`src/rtl/pd_pkg.sv`:
```
package pd_pkg;

    typedef enum logic [1:0] {
        OP_HOLD    = 2'd0,
        OP_SHIFT   = 2'd1,
        OP_CAPTURE = 2'd2
    } ir_op_e;

endpackage

```
`src/rtl/pd_ir_shift.sv`:
```
module pd_ir_shift
    import pd_pkg::*;
#(
    parameter int unsigned IR_W = 4
) (
    input  logic            clk,
    input  logic            rst_n,
    input  logic            capture_en,
    input  logic            shift_en,
    input  logic            tdi,
    output logic [IR_W-1:0] shift_q,
    output logic            tdo
);

    localparam logic [IR_W-1:0] CAPTURE_VAL = IR_W'(1);

    typedef struct packed {
        logic [IR_W-1:0] bits;
    } shift_state_t;

    shift_state_t state_d, state_q;
    ir_op_e       op;

    always_comb begin
        if (capture_en)    op = OP_CAPTURE;
        else if (shift_en) op = OP_SHIFT;
        else               op = OP_HOLD;
    end

    always_comb begin
        state_d = state_q;
        unique case (op)
            OP_CAPTURE: state_d.bits = CAPTURE_VAL;
            OP_SHIFT:   state_d.bits = {tdi, state_q.bits[IR_W-1:1]};
            default:    state_d.bits = state_q.bits;
        endcase
    end

    always_ff @(posedge clk or negedge rst_n) begin
        if (!rst_n) state_q <= '0;
        else        state_q <= state_d;
    end

    assign shift_q = state_q.bits;
    assign tdo     = state_q.bits[0];

endmodule

```
`src/rtl/pd_decode.sv`:
```
module pd_decode #(
    parameter int unsigned IR_W      = 4,
    parameter int unsigned NUM_CORES = 3,
    parameter int unsigned CORE_BASE = 8
) (
    input  logic [IR_W-1:0]      code,
    output logic [NUM_CORES-1:0] core_en,
    output logic                 main_en
);

    localparam int unsigned MAIN_CODE = CORE_BASE + NUM_CORES;

    logic [NUM_CORES-1:0] core_hit;
    logic                 main_hit;
    logic                 test_mode;

    for (genvar i = 0; i < NUM_CORES; i++) begin : g_hit
        assign core_hit[i] = (code == IR_W'(CORE_BASE + i));
    end

    assign main_hit  = (code == IR_W'(MAIN_CODE));
    assign test_mode = main_hit | (|core_hit);

    always_comb begin
        if (test_mode) begin
            core_en = core_hit;
            main_en = main_hit;
        end else begin
            core_en = '1;
            main_en = 1'b1;
        end
    end

endmodule

```
`src/rtl/pd_update_reg.sv`:
```
module pd_update_reg #(
    parameter int unsigned NUM_CORES = 3
) (
    input  logic                 clk,
    input  logic                 rst_n,
    input  logic                 update_en,
    input  logic [NUM_CORES-1:0] core_en_in,
    input  logic                 main_en_in,
    output logic [NUM_CORES-1:0] core_en_q,
    output logic                 main_en_q
);

    typedef struct packed {
        logic [NUM_CORES-1:0] core;
        logic                 main;
    } en_state_t;

    en_state_t state_d, state_q;

    always_comb begin
        state_d = state_q;
        if (update_en) begin
            state_d.core = core_en_in;
            state_d.main = main_en_in;
        end
    end

    always_ff @(posedge clk or negedge rst_n) begin
        if (!rst_n) begin
            state_q.core <= '1;
            state_q.main <= 1'b1;
        end else begin
            state_q <= state_d;
        end
    end

    assign core_en_q = state_q.core;
    assign main_en_q = state_q.main;

endmodule

```
`src/rtl/pd_scan_ctrl.sv`:
```
module pd_scan_ctrl #(
    parameter int unsigned IR_W      = 4,
    parameter int unsigned NUM_CORES = 3,
    parameter int unsigned CORE_BASE = 8
) (
    input  logic                 clk,
    input  logic                 rst_n,
    input  logic                 capture_en,
    input  logic                 shift_en,
    input  logic                 update_en,
    input  logic                 tdi,
    output logic                 tdo,
    output logic [NUM_CORES-1:0] core_en,
    output logic                 main_en
);

    logic [IR_W-1:0]      ir_shift_q;
    logic [NUM_CORES-1:0] dec_core_en;
    logic                 dec_main_en;

    pd_ir_shift #(
        .IR_W(IR_W)
    ) u_shift (
        .clk        (clk),
        .rst_n      (rst_n),
        .capture_en (capture_en),
        .shift_en   (shift_en),
        .tdi        (tdi),
        .shift_q    (ir_shift_q),
        .tdo        (tdo)
    );

    pd_decode #(
        .IR_W      (IR_W),
        .NUM_CORES (NUM_CORES),
        .CORE_BASE (CORE_BASE)
    ) u_decode (
        .code    (ir_shift_q),
        .core_en (dec_core_en),
        .main_en (dec_main_en)
    );

    pd_update_reg #(
        .NUM_CORES(NUM_CORES)
    ) u_update (
        .clk        (clk),
        .rst_n      (rst_n),
        .update_en  (update_en),
        .core_en_in (dec_core_en),
        .main_en_in (dec_main_en),
        .core_en_q  (core_en),
        .main_en_q  (main_en)
    );

endmodule

```
`config.mk`:
```
export PLATFORM = sky130hd
export DESIGN_NAME = pd_scan_ctrl
export DESIGN_NICKNAME = d
export VERILOG_FILES = /design/src/rtl/pd_pkg.sv /design/src/rtl/pd_ir_shift.sv /design/src/rtl/pd_decode.sv /design/src/rtl/pd_update_reg.sv /design/src/rtl/pd_scan_ctrl.sv
export SDC_FILE = /design/constraint.sdc
export NUM_CORES = 1
export LEC_CHECK = 0
export ABC_CLOCK_PERIOD_IN_PS = 2700
export BUFFER_PORTS_ARGS = -buffer_cell sky130_fd_sc_hd__buf_4
export CAP_MARGIN = 15
export CORE_AREA = 4 4 41 43
export CTS_BUF_LIST = sky130_fd_sc_hd__clkbuf_4 sky130_fd_sc_hd__clkbuf_8
export DETAILED_ROUTE_END_ITERATION = 16
export DIE_AREA = 0 0 45 47
export SETUP_SLACK_MARGIN = 0.3
export SYNTH_ARGS = -nofsm -noshare
export SYNTH_HDL_FRONTEND = slang
export SYNTH_SLANG_ARGS = --single-unit
```
`constraint.sdc`:
```
create_clock -name clk -period 2.7 [get_ports clk]
set_clock_uncertainty 0.15 [all_clocks]
set_input_delay 0.27 -clock clk [delete_from_list [all_inputs] [get_ports clk]]
set_output_delay 0.27 -clock clk [all_outputs]
set_load 0.005 [all_outputs]
```
* Word level (Yosys, flattened, before mapping)
Cells that the tools add are included.
Storage, ports and cells: flip-flop bits (word level) 8, input port bits 6, output and inout bits 5, word-level logic and storage cells 17
Cells by class: equality and inequality tests 6, multiplexer cells 5, bitwise gates (word level) 1, reductions and logical operators 2
Operator list (number):
- $eq A4 B4 Y1 const B | 4
- $pmux W4 S2 | 1
- $mux W3 | 1
- $reduce_or A3 Y1 | 1
- $eq A2 B1 Y1 const B | 1
- $eq A2 B2 Y1 const B | 1
- $mux W1 | 2
- $mux W2 | 1
- $reduce_bool A2 Y1 | 1
- $or A1 B1 Y1 | 1

* Longest topological paths before layout
word-level depth 4, mapped depth 3, mapped depth without buffers 2

* Hierarchy
From an unflattened synthesis, not the netlist that was laid out.
Unflattened totals: cell total of the unflattened synthesis 29, area, all modules 362.8 um^2
Modules (own cells, without submodules):
- pd_ir_shift | instances 1, cells each 14, area an instance 171.4 um^2, seq. area each 100.1 um^2
- pd_update_reg | instances 1, cells each 8, area an instance 150.1 um^2, seq. area each 105.1 um^2
- pd_decode | instances 1, cells each 7, area an instance 41.3 um^2, seq. area each 0.0 um^2

* Worst setup path before layout
No wires, ideal clock.
path kind register to register, start register u_shift.shift_q[0] (netlist name), end register u_shift.state_q, in the netlist u_shift.shift_q[0], setup time 0.124 ns, data arrival time 0.779 ns, data required time 2.426 ns, slack 1.647 ns, stages on the path, launching flop included 3, path buffers 0, period minus slack after synthesis 1.053 ns, cells stage by stage dfrtp_1 > nor2b_1 > a211o_1
RTL lines:
- end signal, assigned | line pd_ir_shift.sv:41 | else state_q <= state_d;
- end, declared | line pd_ir_shift.sv:21 | shift_state_t state_d, state_q;

* Worst setup path after layout
start register u_update.state_q, in the netlist u_update.main_en_q, end output main_en
RTL lines:
- start, declared | line pd_update_reg.sv:18 | en_state_t state_d, state_q;
- start signal, assigned | line pd_update_reg.sv:33 | state_q <= state_d;
- end, declared | line pd_scan_ctrl.sv:14 | output logic main_en
No word-level cell between the ends.

==> run_results.csv <==
group,metric,value,unit
cts,clock_path_buffers,2,
power,peakVddDrop,0.000185,V
cts,postCtsHoldBufs,1,
final_layout,layout.cells.non_filler,58,
timing,period_share,0.481,
cts,cts_tree,"yes",
global_route,grt_max_degree,9,
logic_synthesis,synth_compound_area_frac,0.0978,
power,switching_share,0.220,
cts,cts.repair.resized,0,
logic_synthesis,synth-simple-area-share,0.185,
final_layout,fin_util,0.353,
route,dr.pass1.iters,2,
global_route,grt_overflow,0,
global_route,antenna_found_initial,0,
min_path,min_to,"u_shift.shift_q[3]$_DFFE_PN0P_",
timing,maxSlewHeadroom,0.887,
placement,dp.cells,54,
final_layout,fin_nets,51,
die,dieArea,0.00212,mm^2
power,internal-power,0.199,mW
die,rows,13,
timing,maxSlewViolCount,0,
die,die_h,47,um
min_path,hold_start,"capture_en",
cts,clkTransAtPathRegs,0.05,ns
route,wl_per_cell,10.7,um
power,p_switching,0.0559,mW
cts,clkSinkCount,8,
final_layout,n_antenna_cell,0,
worst_setup_path,rrSetupSlack,1.62,ns
route,vias,257,
cts,cts_max_level,1,
timing,worst_pin_slew,0.168,ns
worst_setup_path,path_cells,"buf_4",
power,seq_power_share,0.528,
timing,rsz0062_at_grt,"no",
worst_setup_path,worstSetupPathType,"reg2out",
cts,clockRootBuffer,"clkbuf_4",
power,power_frac_comb,0.124,
die,start_util,0.265,
route,wl_met3,67,um
min_path,worstHoldPathCells,2,
job,maxCapViolCount,0,
global_route,grt_pass1_vias,258,
logic_synthesis,ys_seq_area_frac,0.594,
logic_synthesis,synthCells,31,
worst_setup_path,crit_arrival,0.88,ns
timing,hold_viol_final,0,
worst_setup_path,rr_startpoint,"u_shift.shift_q[0]$_DFFE_PN0P_",
worst_setup_path,r2r_end,"u_shift.shift_q[0]$_DFFE_PN0P_",
worst_setup_path,max_stage_delay,0.53,ns
logic_synthesis,ys_ff_latch,8,
route,ant_nets,0,
cts,cts_setup_buffers,0,
logic_synthesis,synthMuxAreaShare,0.0870,
timing,max_freq,771,MHz
route,drc_errors,0,
worst_setup_path,crit_family,"flip-flops",
worst_setup_path,cp-start-kind,"register",
run_status,outcome,"finished clean",
global_route,grt_pass1_wl,1120,um
route,wl_met2,260,um
power,cellPowerDensity,555,mW/mm^2
cts,cts_buffers,3,
logic_synthesis,yosysWarnings,0,
power,p_leak,0.210,nW
final_layout,area_growth_syn_to_layout,33.0,%
placement,routabilityCongestion,0.677,
min_path,hold_class,"in2reg",
route,viasPerCell,4.43,
final_layout,fillers,145,
worst_setup_path,critical_path_peak_fanout,2,
global_route,globalRouteTotalUtil,0.0758,
placement,numPortBuffers,10,
worst_setup_path,crit_path_top_delay_cell,"dfstp_2",
worst_setup_path,path_buf_inv,1,
logic_synthesis,synthDistinctLibCells,13,
timing,period_minus_slack,1.30,ns
final_layout,drive_above_1_share,0.419,
logic_synthesis,synth_nets,37,
logic_synthesis,synth-xor-area-share,0,
die,fp.coreArea,0.00130,mm^2
route,routed_wirelength,619,um
logic_synthesis,synth_top_family_by_area,"simple AND/OR/NAND/NOR gates",
power,clock_power_share,0.348,
worst_setup_path,endpoint_kind,"output pin",
worst_setup_path,r2r_cells,2,
cts,insertion_delay,0.25,ns
die,boundaryPins,11,
logic_synthesis,synth_adder_area_share,0,
logic_synthesis,avgSynthCellArea,11.1,um^2
worst_setup_path,cp.required,2.28,ns
route,drt_iter0_markers,4,
logic_synthesis,syn_area,345,um^2
timing,setup_viol,0,
timing,fin_setup_tns,0,ns
route,m1WireLength,292,um
die,die_w,45,um
route,top_layer,"met3",
## layer usage
layer / track usage / vias to the layer above
li1: - / 130
met1: 0.105 / 117
met2: 0.0989 / 10
met3: 0.0230 / 0
met4: 0.0526 / 0
met5: 0 / -
## cells in the final DEF, fill, tap and decap left out, drive strengths merged
cell type,count
a211o,1
a31oi,4
buf,10
clkbuf,3
dfrtp,4
dfstp,4
dlygate4sd3,1
mux2i,3
nand2,1
nand2b,2
nor2,7
nor2b,2
or2,1
## synth_stat cells (all sizes together)
| cell | n | area share |
|---|---|---|
| a31oi | 4 | 0.072 |
| nor2b | 2 | 0.043 |
| or2 | 1 | 0.018 |
| dfstp | 4 | 0.30 |
| nor2 | 7 | 0.076 |
| nand2 | 1 | 0.011 |
| mux2i | 3 | 0.087 |
| a211o | 1 | 0.025 |
| buf | 2 | 0.036 |
| nand2b | 2 | 0.036 |
| dfrtp | 4 | 0.29 |
## stage by stage
step	power (mW)	instance area [um^2]	hold WS, ns	worst slack (ns)
floorplan	0.150	345	-0.176	1.65
global placement	0.167	427	-0.0562	1.65
detailed placement	0.167	427	-0.0557	1.62
CTS	0.261	459	0.0423	1.39
global route	0.268	459	0.0530	1.37
finish	0.255	459	0.0476	1.40
## sequential cells by signal (all words and copies together), names as in the netlist
signal,cells
u_update.core_en_q,3
u_shift.shift_q,4
u_update.main_en_q,1
## layout make-up
type	instances	area, um^2	share of cell area
Tap cell	15	18.8	0.0409
Multi-Input combinational cell	21	128	0.278
Sequential cell	8	205	0.447
Timing Repair Buffer	11	85.1	0.185
Clock buffer	3	22.5	0.0490
## cells by family (layout without fill, tap and decap cells)
family / count (synthesis) / count (layout)
mux: 3 / 3
compound gates: 5 / 5
simple gates: 13 / 13
flops: 8 / 8
buf+inv: 2 / 14
## power by group through the flow
stage	logic (mW)	clock network (mW)	registers, mW
after detailed placement	0.0311	0	0.136
after global placement	0.0311	0	0.136
after global routing	0.0359	0.0963	0.136
final	0.0315	0.0887	0.134
after floorplan	0.0142	0	0.136
after CTS	0.0323	0.0942	0.134
## how the worst max path moves through the flow
stage | startpoint | endpoint | slack, ns | cells after the start
6_report | u_update.main_en_q$_DFFE_PN1P_ | main_en | 1.40 | 1
3_3_place_gp | u_shift.shift_q[0]$_DFFE_PN0P_ | u_shift.shift_q[0]$_DFFE_PN0P_ | 1.65 | 2
3_5_place_dp | u_shift.shift_q[0]$_DFFE_PN0P_ | u_shift.shift_q[0]$_DFFE_PN0P_ | 1.62 | 2
5_1_grt | u_update.core_en_q[0]$_DFFE_PN1P_ | core_en[0] | 1.37 | 1
2_1_floorplan | u_shift.shift_q[0]$_DFFE_PN0P_ | u_shift.shift_q[0]$_DFFE_PN0P_ | 1.65 | 2
4_1_cts | u_update.main_en_q$_DFFE_PN1P_ | main_en | 1.39 | 1
Power figures use the tool's default switching activity.
